==> src/rtl/flash_poll_pkg.sv <==
package flash_poll_pkg;

  typedef enum logic [1:0] {
    BM_ONE  = 2'b00,
    BM_TWO  = 2'b01,
    BM_FOUR = 2'b10,
    BM_ALT  = 2'b11
  } bus_mode_e;

  typedef enum logic [2:0] {
    PS_IDLE,
    PS_GAP,
    PS_CMD,
    PS_RESP,
    PS_EVAL
  } poll_state_e;

  function automatic logic [3:0] lane_mask(input bus_mode_e m);
    case (m)
      BM_TWO:  return 4'b0011;
      BM_FOUR: return 4'b1111;
      default: return 4'b0001;
    endcase
  endfunction

  function automatic logic [2:0] last_clk(input bus_mode_e m);
    case (m)
      BM_TWO:  return 3'd3;
      BM_FOUR: return 3'd1;
      default: return 3'd7;
    endcase
  endfunction

endpackage

==> src/rtl/flash_poll_downcnt.sv <==
module flash_poll_downcnt #(
  parameter int W = 8
) (
  input  logic         clk,
  input  logic         rst,
  input  logic         load,
  input  logic [W-1:0] load_val,
  input  logic         dec,
  output logic         zero
);
  logic [W-1:0] cnt;

  always_ff @(posedge clk) begin
    if (rst)                    cnt <= '0;
    else if (load)              cnt <= load_val;
    else if (dec && cnt != '0)  cnt <= cnt - 1'b1;
  end

  assign zero = (cnt == '0);
endmodule

==> src/rtl/flash_poll_shifter.sv <==
module flash_poll_shifter
  import flash_poll_pkg::*;
(
  input  logic      clk,
  input  logic      rst,
  input  logic      load,
  input  logic      shift,
  input  bus_mode_e mode,
  input  logic [7:0] load_val,
  input  logic [3:0] din,
  output logic [3:0] lanes,
  output logic [7:0] data
);
  logic [7:0] sr;

  always_ff @(posedge clk) begin
    if (rst) sr <= '0;
    else if (load) sr <= load_val;
    else if (shift) begin
      case (mode)
        BM_TWO:  sr <= {sr[5:0], din[1:0]};
        BM_FOUR: sr <= {sr[3:0], din};
        default: sr <= {sr[6:0], din[1]};
      endcase
    end
  end

  always_comb begin
    case (mode)
      BM_TWO:  lanes = {2'b00, sr[7:6]};
      BM_FOUR: lanes = sr[7:4];
      default: lanes = {3'b000, sr[7]};
    endcase
  end

  assign data = sr;
endmodule

==> src/rtl/flash_poll_ctrl.sv <==
module flash_poll_ctrl
  import flash_poll_pkg::*;
#(
  parameter int         GAP_CYCLES     = 4,
  parameter int         TIMEOUT_CYCLES = 100000,
  parameter int         DIES           = 4,
  parameter logic [7:0] OP_STATUS      = 8'h05,
  parameter logic [7:0] OP_FLAG        = 8'h70
) (
  input  logic       clk,
  input  logic       rst,
  input  logic       start,
  input  logic [1:0] mode,
  input  logic       reg_sel,
  input  logic       multi_die,
  output logic       busy,
  output logic       done,
  output logic       timeout_err,
  output logic [7:0] status_byte,
  output logic       cs_n,
  output logic       sck,
  output logic [3:0] dq_out,
  output logic [3:0] dq_oe,
  input  logic [3:0] dq_in
);
  localparam int GW = $clog2(GAP_CYCLES + 1);
  localparam int TW = $clog2(TIMEOUT_CYCLES + 1);
  localparam int DW = (DIES > 1) ? $clog2(DIES) : 1;

  poll_state_e state;
  bus_mode_e   mode_q;
  logic        sel_q, md_q;
  logic [DW-1:0] die_q;
  logic [2:0]  bitc;
  logic        cs_q, sck_q, busy_q, done_q, err_q;
  logic [3:0]  oe_q;
  logic [7:0]  stat_q;

  logic gap_load, gap_dec, gap_zero;
  logic tmo_load, tmo_zero;
  logic sh_load, sh_shift;
  logic [3:0] lanes;
  logic [7:0] rx_byte;
  logic ready, final_ok, abort, last_bit;

  assign last_bit = (bitc == last_clk(mode_q));
  assign ready    = sel_q ? rx_byte[7] : ~rx_byte[0];
  assign final_ok = ready && (!(sel_q && md_q) || die_q == DW'(DIES - 1));
  assign abort    = busy_q && tmo_zero && !(state == PS_EVAL && final_ok);

  always_comb begin
    gap_load = ((state == PS_IDLE) && start) || ((state == PS_EVAL) && !final_ok);
    gap_dec  = (state == PS_GAP);
    tmo_load = (state == PS_IDLE) && start;
    sh_load  = (state == PS_GAP) && gap_zero && !abort;
    sh_shift = !abort && sck_q &&
               (((state == PS_CMD) && !last_bit) || (state == PS_RESP));
  end

  flash_poll_downcnt #(.W(GW)) u_gap (
    .clk(clk), .rst(rst), .load(gap_load),
    .load_val(GW'(GAP_CYCLES - 1)), .dec(gap_dec), .zero(gap_zero)
  );

  flash_poll_downcnt #(.W(TW)) u_tmo (
    .clk(clk), .rst(rst), .load(tmo_load),
    .load_val(TW'(TIMEOUT_CYCLES - 1)), .dec(busy_q), .zero(tmo_zero)
  );

  flash_poll_shifter u_shift (
    .clk(clk), .rst(rst), .load(sh_load), .shift(sh_shift), .mode(mode_q),
    .load_val(sel_q ? OP_FLAG : OP_STATUS), .din(dq_in),
    .lanes(lanes), .data(rx_byte)
  );

  always_ff @(posedge clk) begin
    if (rst) begin
      state  <= PS_IDLE;
      mode_q <= BM_ONE;
      sel_q  <= 1'b0;
      md_q   <= 1'b0;
      die_q  <= '0;
      bitc   <= '0;
      cs_q   <= 1'b1;
      sck_q  <= 1'b0;
      oe_q   <= '0;
      busy_q <= 1'b0;
      done_q <= 1'b0;
      err_q  <= 1'b0;
      stat_q <= '0;
    end else begin
      done_q <= 1'b0;
      if (abort) begin
        state  <= PS_IDLE;
        cs_q   <= 1'b1;
        sck_q  <= 1'b0;
        oe_q   <= '0;
        busy_q <= 1'b0;
        err_q  <= 1'b1;
      end else begin
        case (state)
          PS_IDLE: if (start) begin
            mode_q <= bus_mode_e'(mode);
            sel_q  <= reg_sel;
            md_q   <= multi_die;
            die_q  <= '0;
            busy_q <= 1'b1;
            err_q  <= 1'b0;
            state  <= PS_GAP;
          end
          PS_GAP: if (gap_zero) begin
            cs_q  <= 1'b0;
            sck_q <= 1'b0;
            oe_q  <= lane_mask(mode_q);
            bitc  <= '0;
            state <= PS_CMD;
          end
          PS_CMD: begin
            sck_q <= ~sck_q;
            if (sck_q) begin
              if (last_bit) begin
                oe_q  <= '0;
                bitc  <= '0;
                state <= PS_RESP;
              end else begin
                bitc <= bitc + 1'b1;
              end
            end
          end
          PS_RESP: begin
            sck_q <= ~sck_q;
            if (sck_q) begin
              if (last_bit) begin
                cs_q  <= 1'b1;
                state <= PS_EVAL;
              end else begin
                bitc <= bitc + 1'b1;
              end
            end
          end
          PS_EVAL: begin
            stat_q <= rx_byte;
            if (final_ok) begin
              busy_q <= 1'b0;
              done_q <= 1'b1;
              state  <= PS_IDLE;
            end else begin
              die_q <= (ready && sel_q && md_q) ? die_q + 1'b1 : '0;
              state <= PS_GAP;
            end
          end
          default: state <= PS_IDLE;
        endcase
      end
    end
  end

  assign busy        = busy_q;
  assign done        = done_q;
  assign timeout_err = err_q;
  assign status_byte = stat_q;
  assign cs_n        = cs_q;
  assign sck         = sck_q;
  assign dq_oe       = oe_q;
  assign dq_out      = lanes & oe_q;
endmodule

==> config.mk <==
export PLATFORM = sky130hd
export DESIGN_NAME = flash_poll_ctrl
export DESIGN_NICKNAME = d
export VERILOG_FILES = /design/src/rtl/flash_poll_pkg.sv /design/src/rtl/flash_poll_downcnt.sv /design/src/rtl/flash_poll_shifter.sv /design/src/rtl/flash_poll_ctrl.sv
export SDC_FILE = /design/constraint.sdc
export NUM_CORES = 1
export LEC_CHECK = 0
export CORE_MARGIN = 1
export CORE_UTILIZATION = 55
export CTS_CLUSTER_DIAMETER = 100
export DETAILED_ROUTE_END_ITERATION = 6
export HOLD_SLACK_MARGIN = 0.03
export PLACE_DENSITY = 0.83
export SLEW_MARGIN = 15
export SYNTH_ARGS = -nofsm -noshare
export SYNTH_HDL_FRONTEND = slang
export SYNTH_SLANG_ARGS = --single-unit
==> constraint.sdc <==
create_clock -name clk -period 2.9 [get_ports clk]
set_input_delay 0.58 -clock clk [delete_from_list [all_inputs] [get_ports clk]]
set_output_delay 0.58 -clock clk [all_outputs]
set_load 0.005 [all_outputs]
==> results of run 1 <==
-- routing by layer --
metal | routed length [µm] | vias up
met5 | 0 | -
met4 | 89 | 0
met3 | 401 | 11
met2 | 3110 | 82
met1 | 3000 | 1185
li1 | - | 1300
-- worst reg2reg max path, stage by stage (launching register included) --
cell     delay, ns
dfxtp_1       0.37
inv_1         0.05
ha_1          0.35
xnor2_1       0.38
nor4_1        0.16
nor3_1        0.59
nand2_1       0.20
o32ai_1       0.31
-- registers in the layout, summed over array words and instances (netlist names), 2 cells and up --
signal,cells
u_shift.data,8
status_byte,8
u_tmo.cnt,17
bitc,3
state,3
u_gap.cnt,3
die_q,2
mode_q,2
dq_oe,3
-- report_power, final --
group          total, mW  internal [mW]  switching, mW  leakage (nW)
combinational      0.372          0.157          0.215         0.630
clock              0.554          0.305          0.250        0.0645
sequential         0.898          0.826         0.0721         0.457
total               1.82           1.29          0.536          1.15
-- cells by family (layout without fill, tap and decap cells) --
group / count (synthesis) / count (layout) / share of synthesized area (%)
and+or+nand+nor: 128 / 128 / 23.6
muxes: 10 / 10 / 3.55
adders and majority gates: 7 / 7 / 3.07
xor gates and xnor gates: 8 / 8 / 2.45
DFF: 56 / 56 / 39.3
AOI/OAI and AO/OA: 98 / 98 / 22.8
buffers and inverters: 33 / 59 / 5.26
-- worst min path at each step --
stage	cells past startpoint	end	slack, ns
after global placement	2	timeout_err	0.45
after CTS	2	timeout_err	0.47
after detailed placement	2	timeout_err	0.46
after global routing	2	die_q[1]	0.51
final	2	timeout_err	0.47
after floorplan	2	die_q[1]	0.44
-- final cells by class --
| cell class | count | area (µm²) |
|---|---|---|
| fillers | 399 | 1520 |
| multi-input cells | 251 | 1580 |
| repair buffers | 38 | 363 |
| clock inverters | 1 | 30.0 |
| flip-flops and latches | 56 | 1120 |
| clock buffers | 7 | 96.3 |
| inverters | 13 | 48.8 |
| well taps | 67 | 83.8 |
-- through the flow --
| step | instances | util, % | hold slack (ns) | power [mW] |
|---|---|---|---|---|
| after floorplan | 340 | - | 0.438 | 1.17 |
| after global placement | 425 | 66.0 | 0.446 | 1.27 |
| after detailed placement | 425 | 66.0 | 0.460 | 1.28 |
| after CTS | 433 | 68.6 | 0.474 | 1.83 |
| after global routing | 433 | 68.6 | 0.514 | 1.93 |
| final | 433 | 68.6 | 0.468 | 1.82 |
-- cell usage in the layout, fill, tap and decap left out, drive strengths merged, types with 3 or more instances in the layout --
master,count
a2111oi,3
or3,7
ha,7
mux2i,9
xor2,3
o22a,4
a31oi,10
nand2b,3
clkbuf,7
or4,6
nand2,26
nand3,10
buf,7
o21ai,15
o311ai,4
a21oi,30
o21a,4
dfxtp,56
xnor2,5
nor4,6
inv,13
o31ai,5
nor2,41
clkdlybuf4s50,31
o32ai,4
a22oi,8
nor3,8
==> run_summary.xml, run 1 <==
<?xml version="1.0" encoding="UTF-8"?>
<metrics>
  <group name="finish">
    <metric name="area_growth_syn_to_layout" unit="%">16.5</metric>
    <metric name="antenna-diode-count" unit="">0</metric>
    <metric name="final_layout_size_suffix_gt1_share" unit="%">6.01</metric>
    <metric name="stdcell_area" unit="µm²">3330</metric>
    <metric name="final_net_count" unit="">383</metric>
  </group>
  <group name="clock_network">
    <metric name="clockBufferDepth" unit="">2</metric>
    <metric name="cts_tree" unit="">done</metric>
    <metric name="postCtsSetupRepairBufs" unit="">0</metric>
    <metric name="clock_insertion_delay_worst_skew" unit="ns">0.31</metric>
    <metric name="root_buffer_cell" unit="">clkbuf_8</metric>
    <metric name="cts.repair.resized" unit="">0</metric>
    <metric name="clock-sinks" unit="">56</metric>
    <metric name="postCtsHoldBufs" unit="">0</metric>
    <metric name="ctsHtreeMaxLevel" unit="">2</metric>
    <metric name="cts-buffers-inserted" unit="">5</metric>
    <metric name="clkSlewWorstSetupHoldPaths" unit="ns">0.10</metric>
  </group>
  <group name="global_route">
    <metric name="globalRouteMet1Util" unit="%">34.5</metric>
    <metric name="met3_routing_resource_usage_after_global_routing" unit="%">4.74</metric>
    <metric name="antenna_found_initial" unit="">0</metric>
    <metric name="vias_in_the_first_global_route" unit="">2356</metric>
    <metric name="global_route.usage.total" unit="%">26.0</metric>
    <metric name="grt_most_used_layer" unit="">met2</metric>
    <metric name="grt-ovfl-total" unit="">0</metric>
    <metric name="use_met2" unit="%">43.4</metric>
    <metric name="maximum_number_of_pins_on_one_net_before_global_route_repair" unit="">35</metric>
    <metric name="grt_pass1_wl" unit="µm">11000</metric>
  </group>
  <group name="synthesis">
    <metric name="yosysSeqAreaShare" unit="%">39.3</metric>
    <metric name="syn_avg_cell_area" unit="µm²">8.40</metric>
    <metric name="yosys.cell_count.top_type" unit="">dfxtp_1</metric>
    <metric name="synthesis.instances" unit="">340</metric>
    <metric name="ys_top_cells_by_area" unit="">dfxtp_1 39%, nor2_1 5.4%, a21oi_1 5.3%</metric>
    <metric name="post_synthesis_sequential_element_count" unit="">56</metric>
    <metric name="syn-num-nets" unit="">358</metric>
    <metric name="async_flop_share" unit="%">0</metric>
    <metric name="count_of_cell_types_in_the_netlist" unit="">56</metric>
    <metric name="mappedNetlistArea" unit="µm²">2860</metric>
    <metric name="ys_warn_count" unit="">0</metric>
    <metric name="synth_top_cell_area_share" unit="%">39.3</metric>
    <metric name="synth_ff_type" unit="">dfxtp_1</metric>
    <metric name="post-synth-top-area-cell" unit="">dfxtp_1</metric>
    <metric name="synth_edf_count" unit="">0</metric>
    <metric name="ys_top_cells_by_count" unit="">56 x dfxtp_1, 41 x nor2_1, 30 x a21oi_1</metric>
  </group>
  <group name="worst_setup_path">
    <metric name="setup.worst_path.end_class" unit="">primary output</metric>
    <metric name="ff2ff_setup_slack" unit="ns">0.40</metric>
    <metric name="r2r-end" unit="">u_shift.data[3]</metric>
    <metric name="worst_ep_arrival_time" unit="ns">2.10</metric>
    <metric name="r2r_cells" unit="">7</metric>
    <metric name="worstReg2RegStart" unit="">mode_q[0]</metric>
    <metric name="crit_path_start_kind" unit="">flop</metric>
    <metric name="critical_path_required" unit="ns">2.32</metric>
    <metric name="worst-setup-path-type" unit="">reg2out</metric>
    <metric name="timing.critical_path.buf_inv" unit="">2</metric>
    <metric name="timing.critical_path.max_delay_family" unit="">buffers and inverters</metric>
    <metric name="worstPathCellList" unit="">inv_1 -&gt; ha_1 -&gt; a22oi_1 -&gt; o21ai_0 -&gt; and2_1 -&gt; clkdlybuf4s50_1</metric>
    <metric name="crit_start" unit="">mode_q[0]</metric>
    <metric name="slowest_stage" unit="">clkdlybuf4s50_1</metric>
    <metric name="cp_max_fo" unit="">14</metric>
    <metric name="timing.critical_path.to" unit="">dq_out[0]</metric>
    <metric name="timing.critical_path.depth" unit="">6</metric>
    <metric name="critical-path-max-stage-delay" unit="ns">0.50</metric>
  </group>
  <group name="sta">
    <metric name="rsz0062_at_grt" unit="">no</metric>
    <metric name="timing.clock.skew" unit="ns">0.00690</metric>
    <metric name="min_period_over_period" unit="%">92.3</metric>
    <metric name="final-setup-viol-count" unit="">0</metric>
    <metric name="worst_slew_pin_slew" unit="ns">0.740</metric>
    <metric name="post-route-min-period" unit="ns">2.68</metric>
    <metric name="finalMaxSlewViolations" unit="">0</metric>
    <metric name="max-slew-margin-rel" unit="%">50.0</metric>
    <metric name="highest_clock_frequency_the_design_can_meet" unit="MHz">373</metric>
    <metric name="worst_slack" unit="ns">0.222</metric>
    <metric name="hold_viol_final" unit="">0</metric>
    <metric name="finalSetupTns" unit="ns">0</metric>
  </group>
  <group name="route">
    <metric name="vias" unit="">2578</metric>
    <metric name="wl" unit="µm">6600</metric>
    <metric name="avgViaCountPerCell" unit="">5.95</metric>
    <metric name="post-route-drc-count" unit="">0</metric>
    <metric name="drt-initial-drc-count" unit="">211</metric>
    <metric name="post_drt_wl_per_cell" unit="µm">15.2</metric>
    <metric name="postRouteAntennaNets" unit="">0</metric>
    <metric name="first_pass_iters" unit="">4</metric>
  </group>
  <group name="min_path">
    <metric name="holdCritPathClass" unit="">reg2reg</metric>
    <metric name="hold_path_startpoint" unit="">timeout_err</metric>
  </group>
  <group name="placement">
    <metric name="port_bufs" unit="">31</metric>
    <metric name="gp_routability_congestion" unit="">0.912</metric>
    <metric name="dp_worst_setup_slack" unit="ns">0.545</metric>
    <metric name="post_dp_cell_area" unit="µm²">3200</metric>
    <metric name="dp_hpwl" unit="µm">4670</metric>
  </group>
  <group name="run">
    <metric name="maximum_capacitance_violations" unit="">0</metric>
  </group>
  <group name="pwr">
    <metric name="static-leakage-power" unit="nW">1.15</metric>
    <metric name="max-vdd-ir-drop" unit="µV">397</metric>
    <metric name="pwr_density_cell" unit="nW/µm²">548</metric>
  </group>
  <group name="floorplan">
    <metric name="placeableCoreArea" unit="µm²">4850</metric>
    <metric name="initial_core_util" unit="%">58.9</metric>
    <metric name="die_h" unit="µm">74.1</metric>
    <metric name="row_count" unit="">25</metric>
    <metric name="io_pins" unit="">32</metric>
    <metric name="die-area" unit="µm²">5480</metric>
    <metric name="die_w" unit="µm">74.1</metric>
  </group>
  <group name="run_status">
    <metric name="outcome" unit="">finished clean</metric>
  </group>
</metrics>
No activity file was read; power rests on OpenSTA's default activity.
==> run 2, diff against run 1 <==
Settings changed: CAP_MARGIN set to 20.
==> results of run 2 <==
The final DEF is identical to that of run 1; final timing and power are the same.
